File: config.mk
export PLATFORM = sky130hd
export DESIGN_NAME = mem_train_seq
export DESIGN_NICKNAME = d
export VERILOG_FILES = /design/src/rtl/trn_pkg.sv /design/src/rtl/trn_trigger.sv /design/src/rtl/trn_window.sv /design/src/rtl/trn_ctrl.sv /design/src/rtl/mem_train_seq.sv
export SDC_FILE = /design/constraint.sdc
export NUM_CORES = 1
export LEC_CHECK = 0
export ABC_CLOCK_PERIOD_IN_PS = 10400
export BUFFER_PORTS_ARGS = -buffer_cell sky130_fd_sc_hd__buf_2
export CAP_MARGIN = 5
export CELL_PAD_IN_SITES_DETAIL_PLACEMENT = 0
export CELL_PAD_IN_SITES_GLOBAL_PLACEMENT = 1
export CORE_MARGIN = 4
export CORE_UTILIZATION = 37
export CTS_BUF_LIST = sky130_fd_sc_hd__clkbuf_8
export DETAILED_ROUTE_END_ITERATION = 10
export GPL_ROUTABILITY_DRIVEN = 0
export HOLD_SLACK_MARGIN = 0.06
export MAX_ROUTING_LAYER = met4
export PLACE_DENSITY_LB_ADDON = 0.12
export SLEW_MARGIN = 5
export SYNTH_ARGS = -nofsm -noshare
export SYNTH_HDL_FRONTEND = slang
export SYNTH_SLANG_ARGS = --single-unit
File: constraint.sdc
create_clock -name clk_i -period 10.4 [get_ports clk_i]
set_input_delay 1.04 -clock clk_i [delete_from_list [all_inputs] [get_ports clk_i]]
set_output_delay 1.04 -clock clk_i [all_outputs]
set_load 0.02 [all_outputs]
File: src/rtl/trn_pkg.sv
package trn_pkg;
  typedef enum logic [2:0] {
    ST_IDLE, ST_REQ, ST_WR, ST_RD, ST_RWAIT, ST_NEXT, ST_SEL, ST_FIN
  } trn_state_e;
endpackage

File: src/rtl/trn_trigger.sv
module trn_trigger #(
  parameter int TRAIN_ON_REFRESH = 1
) (
  input  logic clk_i,
  input  logic rst_ni,
  input  logic init_done_i,
  input  logic refresh_done_i,
  input  logic idle_i,
  output logic start_o
);
  localparam logic OnRefresh = (TRAIN_ON_REFRESH != 0);

  logic trig;
  logic pending_q;

  assign trig    = init_done_i | (refresh_done_i & OnRefresh);
  assign start_o = idle_i & (trig | pending_q);

  // any number of triggers while busy collapse into one extra pass
  always_ff @(posedge clk_i or negedge rst_ni) begin
    if (!rst_ni)      pending_q <= 1'b0;
    else if (start_o) pending_q <= 1'b0;
    else if (trig)    pending_q <= 1'b1;
  end

  p_pending_runs_r10: assert property (@(posedge clk_i) disable iff (!rst_ni)
    (pending_q && idle_i) |-> start_o);
endmodule

File: src/rtl/trn_window.sv
module trn_window #(
  parameter int TAP_W = 3
) (
  input  logic             clk_i,
  input  logic             rst_ni,
  input  logic             clr_i,
  input  logic             wr_i,
  input  logic [TAP_W-1:0] tap_i,
  input  logic             ok_i,
  output logic             any_pass_o,
  output logic [TAP_W-1:0] best_tap_o
);
  localparam int NumTaps = 1 << TAP_W;

  logic [NumTaps-1:0] mask_q;

  always_ff @(posedge clk_i or negedge rst_ni) begin
    if (!rst_ni)    mask_q <= '0;
    else if (clr_i) mask_q <= '0;
    else if (wr_i)  mask_q[tap_i] <= ok_i;
  end

  // longest run, first one wins ties; centre = end - len/2 (lower middle)
  always_comb begin
    int cur, best, best_end;
    cur = 0;
    best = 0;
    best_end = 0;
    for (int t = 0; t < NumTaps; t++) begin
      if (mask_q[t]) cur = cur + 1;
      else           cur = 0;
      if (cur > best) begin
        best     = cur;
        best_end = t;
      end
    end
    best_tap_o = TAP_W'(best_end - best / 2);
  end

  assign any_pass_o = |mask_q;

  p_sel_is_passing_r6: assert property (@(posedge clk_i) disable iff (!rst_ni)
    any_pass_o |-> mask_q[best_tap_o]);
endmodule

File: src/rtl/trn_ctrl.sv
module trn_ctrl
  import trn_pkg::*;
#(
  parameter int DATA_W = 16,
  parameter int TAP_W  = 3,
  parameter int WORDS  = 16
) (
  input  logic                     clk_i,
  input  logic                     rst_ni,
  input  logic                     start_i,
  input  logic                     grant_i,
  input  logic                     rd_valid_i,
  input  logic [DATA_W-1:0]        rd_data_i,
  input  logic                     any_pass_i,
  input  logic [TAP_W-1:0]         best_tap_i,
  output logic                     req_o,
  output logic                     busy_o,
  output logic                     done_o,
  output logic                     cmd_valid_o,
  output logic                     cmd_we_o,
  output logic [$clog2(WORDS)-1:0] col_o,
  output logic [DATA_W-1:0]        wdata_o,
  output logic [TAP_W-1:0]         tap_o,
  output logic                     pass_o,
  output logic                     win_clr_o,
  output logic                     win_wr_o,
  output logic                     win_ok_o
);
  localparam int IdxW = $clog2(WORDS);
  localparam logic [IdxW-1:0]  LastIdx = IdxW'(WORDS - 1);
  localparam logic [TAP_W-1:0] LastTap = '1;

  trn_state_e      state_q;
  logic [IdxW-1:0] idx_q;
  logic [TAP_W-1:0] tap_q;
  logic            fail_q;
  logic            pass_q;

  function automatic logic [DATA_W-1:0] pat(input logic [IdxW-1:0] k);
    logic [DATA_W-1:0] v;
    if (int'(k) < 8) v = {(DATA_W/8){k[0] ? 8'h5A : 8'hA5}};
    else             v = DATA_W'(1) << k;
    return v;
  endfunction

  always_ff @(posedge clk_i or negedge rst_ni) begin
    if (!rst_ni) begin
      state_q <= ST_IDLE;
      idx_q   <= '0;
      tap_q   <= '0;
      fail_q  <= 1'b0;
      pass_q  <= 1'b0;
    end else begin
      case (state_q)
        ST_IDLE: if (start_i) begin
          state_q <= ST_REQ;
          idx_q   <= '0;
          tap_q   <= '0;
          fail_q  <= 1'b0;
          pass_q  <= 1'b0;
        end
        ST_REQ: if (grant_i) state_q <= ST_WR;
        ST_WR: if (grant_i) begin
          if (idx_q == LastIdx) begin
            idx_q   <= '0;
            state_q <= ST_RD;
          end else begin
            idx_q <= idx_q + 1'b1;
          end
        end
        ST_RD: if (grant_i) state_q <= ST_RWAIT;
        ST_RWAIT: if (rd_valid_i) begin
          if (rd_data_i != pat(idx_q)) fail_q <= 1'b1;
          if (idx_q == LastIdx) begin
            idx_q   <= '0;
            state_q <= ST_NEXT;
          end else begin
            idx_q   <= idx_q + 1'b1;
            state_q <= ST_RD;
          end
        end
        ST_NEXT: begin
          if (tap_q == LastTap) begin
            state_q <= ST_SEL;
          end else begin
            tap_q   <= tap_q + 1'b1;
            fail_q  <= 1'b0;
            state_q <= ST_WR;
          end
        end
        ST_SEL: begin
          pass_q  <= any_pass_i;
          tap_q   <= any_pass_i ? best_tap_i : '0;
          state_q <= ST_FIN;
        end
        default: state_q <= ST_IDLE;
      endcase
    end
  end

  assign busy_o      = (state_q != ST_IDLE);
  assign done_o      = (state_q == ST_FIN);
  assign req_o       = busy_o && (state_q != ST_SEL) && (state_q != ST_FIN);
  assign cmd_valid_o = grant_i && ((state_q == ST_WR) || (state_q == ST_RD));
  assign cmd_we_o    = (state_q == ST_WR);
  assign col_o       = idx_q;
  assign wdata_o     = pat(idx_q);
  assign tap_o       = tap_q;
  assign pass_o      = pass_q;
  assign win_clr_o   = (state_q == ST_IDLE) && start_i;
  assign win_wr_o    = (state_q == ST_NEXT);
  assign win_ok_o    = !fail_q;

  p_cmd_needs_grant_r3: assert property (@(posedge clk_i) disable iff (!rst_ni)
    cmd_valid_o |-> (grant_i && req_o));
  p_idle_quiet_r1: assert property (@(posedge clk_i) disable iff (!rst_ni)
    !busy_o |-> (!req_o && !cmd_valid_o));
  p_done_single_r8: assert property (@(posedge clk_i) disable iff (!rst_ni)
    done_o |=> !done_o);
  p_done_busy_r8: assert property (@(posedge clk_i) disable iff (!rst_ni)
    done_o |-> busy_o);
  p_fail_tap_zero_r7: assert property (@(posedge clk_i) disable iff (!rst_ni)
    (done_o && !pass_o) |-> (tap_o == '0));
  p_tap_steps_r5: assert property (@(posedge clk_i) disable iff (!rst_ni)
    (state_q == ST_WR && $past(state_q) == ST_NEXT) |-> (tap_q == TAP_W'($past(tap_q) + 1'b1)));
endmodule

File: src/rtl/mem_train_seq.sv
module mem_train_seq #(
  parameter int TRAIN_ON_REFRESH = 1,
  parameter int DATA_W = 16,
  parameter int TAP_W  = 3,
  parameter int WORDS  = 16,
  parameter int BANK_W = 2,
  parameter int ROW_W  = 14,
  parameter int COL_W  = 10
) (
  input  logic              clk_i,
  input  logic              rst_ni,
  input  logic              init_done_i,
  input  logic              refresh_done_i,
  input  logic              grant_i,
  input  logic              rd_valid_i,
  input  logic [DATA_W-1:0] rd_data_i,
  output logic              req_o,
  output logic              mem_cmd_valid_o,
  output logic              mem_we_o,
  output logic [BANK_W-1:0] mem_bank_o,
  output logic [ROW_W-1:0]  mem_row_o,
  output logic [COL_W-1:0]  mem_col_o,
  output logic [DATA_W-1:0] mem_wdata_o,
  output logic              busy_o,
  output logic              done_o,
  output logic              pass_o,
  output logic [TAP_W-1:0]  tap_o
);
  localparam int IdxW = $clog2(WORDS);

  logic            start;
  logic            any_pass;
  logic [TAP_W-1:0] best_tap;
  logic            win_clr, win_wr, win_ok;
  logic [IdxW-1:0] col;

  trn_trigger #(.TRAIN_ON_REFRESH(TRAIN_ON_REFRESH)) u_trig (
    .clk_i, .rst_ni, .init_done_i, .refresh_done_i,
    .idle_i(!busy_o), .start_o(start)
  );

  trn_window #(.TAP_W(TAP_W)) u_win (
    .clk_i, .rst_ni, .clr_i(win_clr), .wr_i(win_wr), .tap_i(tap_o),
    .ok_i(win_ok), .any_pass_o(any_pass), .best_tap_o(best_tap)
  );

  trn_ctrl #(.DATA_W(DATA_W), .TAP_W(TAP_W), .WORDS(WORDS)) u_ctrl (
    .clk_i, .rst_ni, .start_i(start), .grant_i, .rd_valid_i, .rd_data_i,
    .any_pass_i(any_pass), .best_tap_i(best_tap),
    .req_o, .busy_o, .done_o, .cmd_valid_o(mem_cmd_valid_o), .cmd_we_o(mem_we_o),
    .col_o(col), .wdata_o(mem_wdata_o), .tap_o, .pass_o,
    .win_clr_o(win_clr), .win_wr_o(win_wr), .win_ok_o(win_ok)
  );

  // reserved window: bank 0, row 0, low columns
  assign mem_bank_o = '0;
  assign mem_row_o  = '0;
  assign mem_col_o  = COL_W'(col);

  p_in_window_r4: assert property (@(posedge clk_i) disable iff (!rst_ni)
    mem_cmd_valid_o |-> (mem_bank_o == '0 && mem_row_o == '0 && int'(mem_col_o) < WORDS));
  p_start_busy_r2: assert property (@(posedge clk_i) disable iff (!rst_ni)
    (init_done_i && !busy_o) |=> (busy_o && req_o));
endmodule

==> results.md, run 1 <==
* Max FO, Critical Path at 5
* Sequential share of the synthesized area at 0.152
* Post-route setup TNS at 0 ns
* Fin Clk Skew at 0.00938 ns
* Worst path slowest cell: dfrtp_2
* Crit path to: u_ctrl.tap_o[2]$_DFFE_PN0P_
* Die X at 105 um
* H-tree level count at 1
* Number of core rows at 34
* Most frequent cells in the layout: 50 x buf_2, 46 x nand2_1, 44 x nor2_1, 33 x conb_1, 32 x ha_1
* Area Overhead vs Synth at 15.6%
* Cts hold-fix bufs at 0
* Worst hold path type: reg -> reg
* I/O pin count at 73
* DP Worst Slack at 0.135 ns
* Worst reg2reg setup slack at 0.50 ns
* Via Count at 3,454
* Yosys reg bits at 21
* WP data arrival at 10.09 ns
* Top cell by count, worst path: ha_1
* Total Routing Usage GR at 0.162
* Post-Syn Area at 3450 um^2
* Post-DP HPWL at 7490 um
* Crit Path Class: reg -> reg
* Total power at 901 uW
* DR pass1 iterations at 4
* Post-placement cell area at 3780 um^2
* Clk root buf: clkbuf_8
* Max Freq at 101 MHz
* Core area at 8890 um^2
* Initial Util at 0.389
* Final slew viol count at 0
* Max Cap Viol at 0
* Critical path launch point: u_win.mask_q[1]$_DFFE_PN0P_
* Hold Vio Cnt, Final at 0
* Die height at 105 um
* CP required at 10.60 ns
* Clock Sinks at 21
* Clk Latency, worst-skew pair at 0.27 ns
* DRC at 0
* DR iter-0 viols at 131
* Asr flop ratio synth at 1.00
* Worst-Margin Slew at 0.714 ns
* Vias/cell at 5.40
* Largest stage delay on the critical path at 0.44 ns
* Most common cell after layout, fill and taps aside: buf_2
* Crit share post-route at 0.952
* Syn avg cell area at 7.40 um^2
* Clk slew on worst S/H paths at 0.09 ns
* Total CTS buffers at 3
* Clock buffer depth at 2
* Post-DR wirelength/cell at 14.6 um
* Port-buffer cells at 50
* Final core occ at 0.449
* Slew HR at 0.524
* Status: finished clean
* DRT Wirelength at 9360 um
* Initial antenna violation count at 0
* Worst reg2reg endpoint: u_ctrl.tap_o[2]$_DFFE_PN0P_
* CTS tree: built
* Peak supply drop at 0.000133 V
* Worst setup EP type: flip-flop
* R2r worst-path depth at 53
* Most used flip-flop cell after synthesis: dfrtp_1
* Largest net degree at the start of global routing at 22
* GRT overflow at 0
* Final antenna-violating net count at 0
* Post-route worst setup slack at 0.503 ns
* Final nets at 593
* RR Startpoint: u_win.mask_q[1]$_DFFE_PN0P_
* Synth Warn # at 0
* Post-layout instance area at 3990 um^2
* Leak pwr at 1.91 nW
* Pwr dens at 226 nW/um^2
* EDFF count, synth at 0
* Cells after Synth at 467
* Ratio of cells with drive above 1 in the final layout at 0.226
* Inserted Diodes at 0
* Die Footprint at 10,900 um^2
* First-pass GRT wire length at 14,900 um
* Crit path launch type: flip-flop
* Vias in the first global route at 3,092
* Post-layout min period at 9.90 ns
* Final setup viols at 0
* Post-synthesis cell type count at 73
per-stage QoR:
step	hold WS [ns]	std cells
final	0.530	640
after global routing	0.564	640
after CTS	0.529	631
after detailed placement	0.501	627
after global placement	0.505	627
after floorplan	0.480	498
critical path: cells and delay by family, from the launching register on:
family / cells / cell delay (ns)
muxes: 4 / 1.22
and+or+nand+nor: 15 / 1.65
adders and majority gates: 10 / 2.51
AOI/OAI and AO/OA: 20 / 3.67
DFF: 1 / 0.44
buffers and inverters: 4 / 0.32
what timing repair did:
action                     in CTS  in global routing
gates resized for setup         0                 25
setup buffers                   0                  9
setup endpoints to repair       0                  3
cells in the mapped netlist (2+ instances only):
cell type,n,share of area
o211ai_1,10,0.022
ha_1,37,0.13
o31ai_1,2,0.0043
nand3b_1,6,0.013
xor2_1,6,0.015
nand4_1,7,0.013
nand4b_1,2,0.0051
mux2_2,5,0.016
buf_2,3,0.0043
inv_1,26,0.028
a21o_1,8,0.017
o22ai_1,3,0.0054
nor2b_1,5,0.0091
nand2_4,2,0.0065
nor3_1,8,0.012
o221ai_1,2,0.0051
a22oi_1,2,0.0043
or4_1,2,0.0043
nand3_1,22,0.032
a21oi_1,21,0.030
buf_4,29,0.063
o21ai_0,22,0.032
o21ai_1,3,0.0043
dfrtp_1,21,0.15
a211oi_1,8,0.017
a211o_1,4,0.010
nor2_1,44,0.048
conb_1,2,0.0022
clkbuf_1,11,0.012
a31oi_1,8,0.014
and3_1,10,0.018
mux2i_1,7,0.020
nand2_1,48,0.052
nor4_1,4,0.0072
xnor2_1,6,0.015
o21a_1,7,0.015
nand2b_1,7,0.013
nor3b_1,6,0.013
inv_2,2,0.0022
and2_1,6,0.011
power by group:
group          internal (mW)  total (mW)  switching [mW]
clock network         0.0271      0.0558          0.0287
registers              0.106       0.167          0.0609
logic                  0.288       0.678           0.390
total                  0.422       0.901           0.479
logic make-up after synthesis:
group,share of synthesized area
AOI/OAI and AO/OA,0.245
xor gates and xnor gates,0.0304
adders and majority gates,0.140
buffers and inverters,0.116
DFF,0.152
muxes,0.0406
other,0.00217
and+or+nand+nor,0.275
worst min-delay path by stage:
| stage | startpoint | endpoint | slack, ns | cells after the start |
|---|---|---|---|---|
| 3_5_place_dp | u_ctrl.pass_o$_DFFE_PN0P_ | u_ctrl.pass_o$_DFFE_PN0P_ | 0.50 | 2 |
| 4_1_cts | u_ctrl.pass_o$_DFFE_PN0P_ | u_ctrl.pass_o$_DFFE_PN0P_ | 0.53 | 2 |
| 2_1_floorplan | u_trig.pending_q$_DFFE_PN0P_ | u_trig.pending_q$_DFFE_PN0P_ | 0.48 | 2 |
| 5_1_grt | u_ctrl.pass_o$_DFFE_PN0P_ | u_ctrl.pass_o$_DFFE_PN0P_ | 0.56 | 2 |
| 3_3_place_gp | u_ctrl.pass_o$_DFFE_PN0P_ | u_ctrl.pass_o$_DFFE_PN0P_ | 0.50 | 2 |
| 6_report | u_ctrl.pass_o$_DFFE_PN0P_ | u_ctrl.pass_o$_DFFE_PN0P_ | 0.53 | 2 |
cell type report:
type	count	area, um^2
clock buffers	3	41.3
flip-flops and latches	21	527
repair buffers	75	445
clock inverters	1	7.51
well taps	108	135
inverters	28	105
fillers	921	4900
multi-input cells	404	2730
flip-flops by register name, indices dropped and copies added (netlist names):
name	flops
u_ctrl.tap_o	3
u_ctrl.fail_q	1
u_win.mask_q	8
u_trig.pending_q	1
u_ctrl.col_o	4
u_ctrl.pass_o	1
u_ctrl.state_q	3
metal layers:
| layer | GRT usage | up-vias | wire, um |
|---|---|---|---|
| met5 | - | - | 0 |
| met4 | 0.0300 | 0 | 132 |
| met3 | 0.00801 | 14 | 289 |
| met2 | 0.265 | 82 | 4410 |
| met1 | 0.227 | 1593 | 4530 |
| li1 | - | 1765 | - |
Note: power is estimated with default switching activity, not from simulation.
==> inputs of run 2 (changes only) <==
Settings changed: ABC_CLOCK_PERIOD_IN_PS 10400 to 11000, CORE_UTILIZATION 37 to 41.
Clock period 10.4 ns to 11 ns, I/O delays scaled along.
==> results.md, run 2 (synthesized netlist as in run 1, its figures left out) <==
* Status: finished clean
* Clock buffer depth at 2
* Initial antenna violation count at 0
* Inserted Diodes at 0
* DR pass1 iterations at 4
* DRT Wirelength at 9120 um
* Peak supply drop at 0.000121 V
* Combined area of the multi-input logic cells at 2760 um^2
* Total CTS buffers at 3
* Clk slew on worst S/H paths at 0.08 ns
* Port-buffer cells at 50
* Int Pwr at 382 uW
* Clk root buf: clkbuf_8
* DRC at 0
* Critical path buffer and inverter count at 6
* RR Startpoint: u_win.mask_q[1]$_DFFE_PN0P_
* Final antenna-violating net count at 0
* Fin Clk Skew at 0.00441 ns
* Critical path launch point: u_win.mask_q[1]$_DFFE_PN0P_
* Most frequent cells in the layout: 50 x buf_2, 46 x nand2_1, 43 x nor2_1, 34 x ha_1, 33 x conb_1
* CP required at 11.20 ns
* Via Count at 3,425
* Post-DP HPWL at 7130 um
* Post-layout min period at 10.40 ns
* Max Freq at 96.1 MHz
* DR iter-0 viols at 111
* Total Routing Usage GR at 0.180
* Largest net degree at the start of global routing at 22
* Die Footprint at 9960 um^2
* Worst path slowest cell: dfrtp_1
* Hold path depth at 2
* Register share of total power at 0.193
* Ratio of cells with drive above 1 in the final layout at 0.208
* Final nets at 581
* Crit share post-route at 0.946
* # placed instances at 614
* Crit path to: u_ctrl.tap_o[2]$_DFFE_PN0P_
* Area Overhead vs Synth at 13.3%
* Clk Latency, worst-skew pair at 0.26 ns
* Worst-Margin Slew at 0.745 ns
* Pwr dens at 212 nW/um^2
* R2r worst-path depth at 52
* Final slew viol count at 0
* Largest stage delay on the critical path at 0.47 ns
* Most common cell after layout, fill and taps aside: buf_2
* I/O pin count at 73
* Post-DR wirelength/cell at 14.6 um
* Core area at 8220 um^2
* Clock Sinks at 21
* Fillers at 871
* Max Cap Viol at 0
* Post-route setup TNS at 0 ns
* Die X at 99.8 um
* Worst setup EP type: flip-flop
* Worst reg2reg endpoint: u_ctrl.tap_o[2]$_DFFE_PN0P_
* P_sw at 449 uW
* WP data arrival at 10.60 ns
* First-pass GRT wire length at 14,700 um
* Vias/cell at 5.48
* Max FFs per register at 8
* Net Sw Frac at 0.540
* Crit Path Class: reg -> reg
* Top cell by count, worst path: ha_1
* Stages on worst setup path at 52
* Non-filler cells, final at 625
* Combinational power share at 0.746
* Leak pwr at 1.86 nW
* Die height at 99.8 um
* Slew HR at 0.504
* Largest Register: u_win.mask_q
* Vias in the first global route at 3,113
* Worst reg2reg setup slack at 0.60 ns
* GRT overflow at 0
* Storage element area at 527 um^2
* H-tree level count at 1
* CTS tree: built
* Cts hold-fix bufs at 0
* Number of core rows at 33
* Clk pwr share at 0.061
* Final setup viols at 0
* Initial Util at 0.420
* Hold Vio Cnt, Final at 0
* Worst hold path type: reg -> reg
* Crit path launch type: flip-flop
* Max FO, Critical Path at 10
* Top delay family on crit path: compound AO/OA/AOI/OAI gates
-- run 2: cell count changes in the layout (fill, tap and decap cells not counted), moves of 2 or more --
cell	change
a31oi_1	-2
a31oi_2	+2
buf_4	-10
buf_6	-2
ha_1	+2
inv_1	+2
-- run 2: worst min path at each step --
stage                                        end                         start  slack, ns
CTS                    u_ctrl.pass_o$_DFFE_PN0P_     u_ctrl.pass_o$_DFFE_PN0P_       0.52
detailed placement     u_ctrl.pass_o$_DFFE_PN0P_     u_ctrl.pass_o$_DFFE_PN0P_       0.50
global route           u_ctrl.pass_o$_DFFE_PN0P_     u_ctrl.pass_o$_DFFE_PN0P_       0.59
floorplan           u_trig.pending_q$_DFFE_PN0P_  u_trig.pending_q$_DFFE_PN0P_       0.48
finish                 u_ctrl.pass_o$_DFFE_PN0P_     u_ctrl.pass_o$_DFFE_PN0P_       0.51
global placement       u_ctrl.pass_o$_DFFE_PN0P_     u_ctrl.pass_o$_DFFE_PN0P_       0.50
-- run 2: layout make-up --
class / count / share of cell area
repair buffers: 63 / 0.0889
well taps: 105 / 0.0336
clock inverters: 1 / 0.000959
multi-input cells: 404 / 0.705
inverters: 28 / 0.0269
clock buffers: 3 / 0.0106
flip-flops and latches: 21 / 0.135
-- run 2: tightest hold or removal path, delay by kind of cell, from the launching register on --
family / cells / cell delay (ns)
flip-flops: 1 / 0.34
AO/OA/AOI/OAI: 1 / 0.07
AND/OR/NAND/NOR: 1 / 0.06
-- run 2: through the flow --
step / hold slack (ns) / power (mW) / setup slack [ns] / util / area [um^2]
final: 0.512 / 0.831 / 0.599 / 0.476 / 3910
after global routing: 0.595 / 0.914 / -0.0921 / 0.476 / 3910
after CTS: 0.524 / 0.775 / 0.0639 / 0.457 / 3750
after detailed placement: 0.496 / 0.716 / -0.00968 / 0.451 / 3700
after global placement: 0.499 / 0.716 / 0.291 / 0.451 / 3700
after floorplan: 0.480 / 0.592 / 0.764 / - / 3570
-- run 2: routing by layer --
| layer | global-route usage | share of wire | vias to the layer above |
|---|---|---|---|
| li1 | - | - | 1739 |
| met1 | 0.243 | 0.47 | 1613 |
| met2 | 0.296 | 0.49 | 61 |
| met3 | 0.0146 | 0.024 | 12 |
| met4 | 0.0410 | 0.016 | 0 |
| met5 | - | 0 | - |
-- run 2: power groups by stage --
stage / registers, mW / clock network, mW / logic (mW)
after floorplan: 0.128 / 0 / 0.463
after global placement: 0.161 / 0 / 0.556
after detailed placement: 0.161 / 0 / 0.555
after CTS: 0.160 / 0.0522 / 0.563
after global routing: 0.168 / 0.0555 / 0.691
final: 0.160 / 0.0504 / 0.620
-- run 2: timing repair --
action                                  4_1_cts  5_1_grt
endpoints found under the setup margin        1        3
gates resized for setup                       2       26
pin swaps                                     0        5
setup buffers                                 0        7
gates cloned                                  0        0
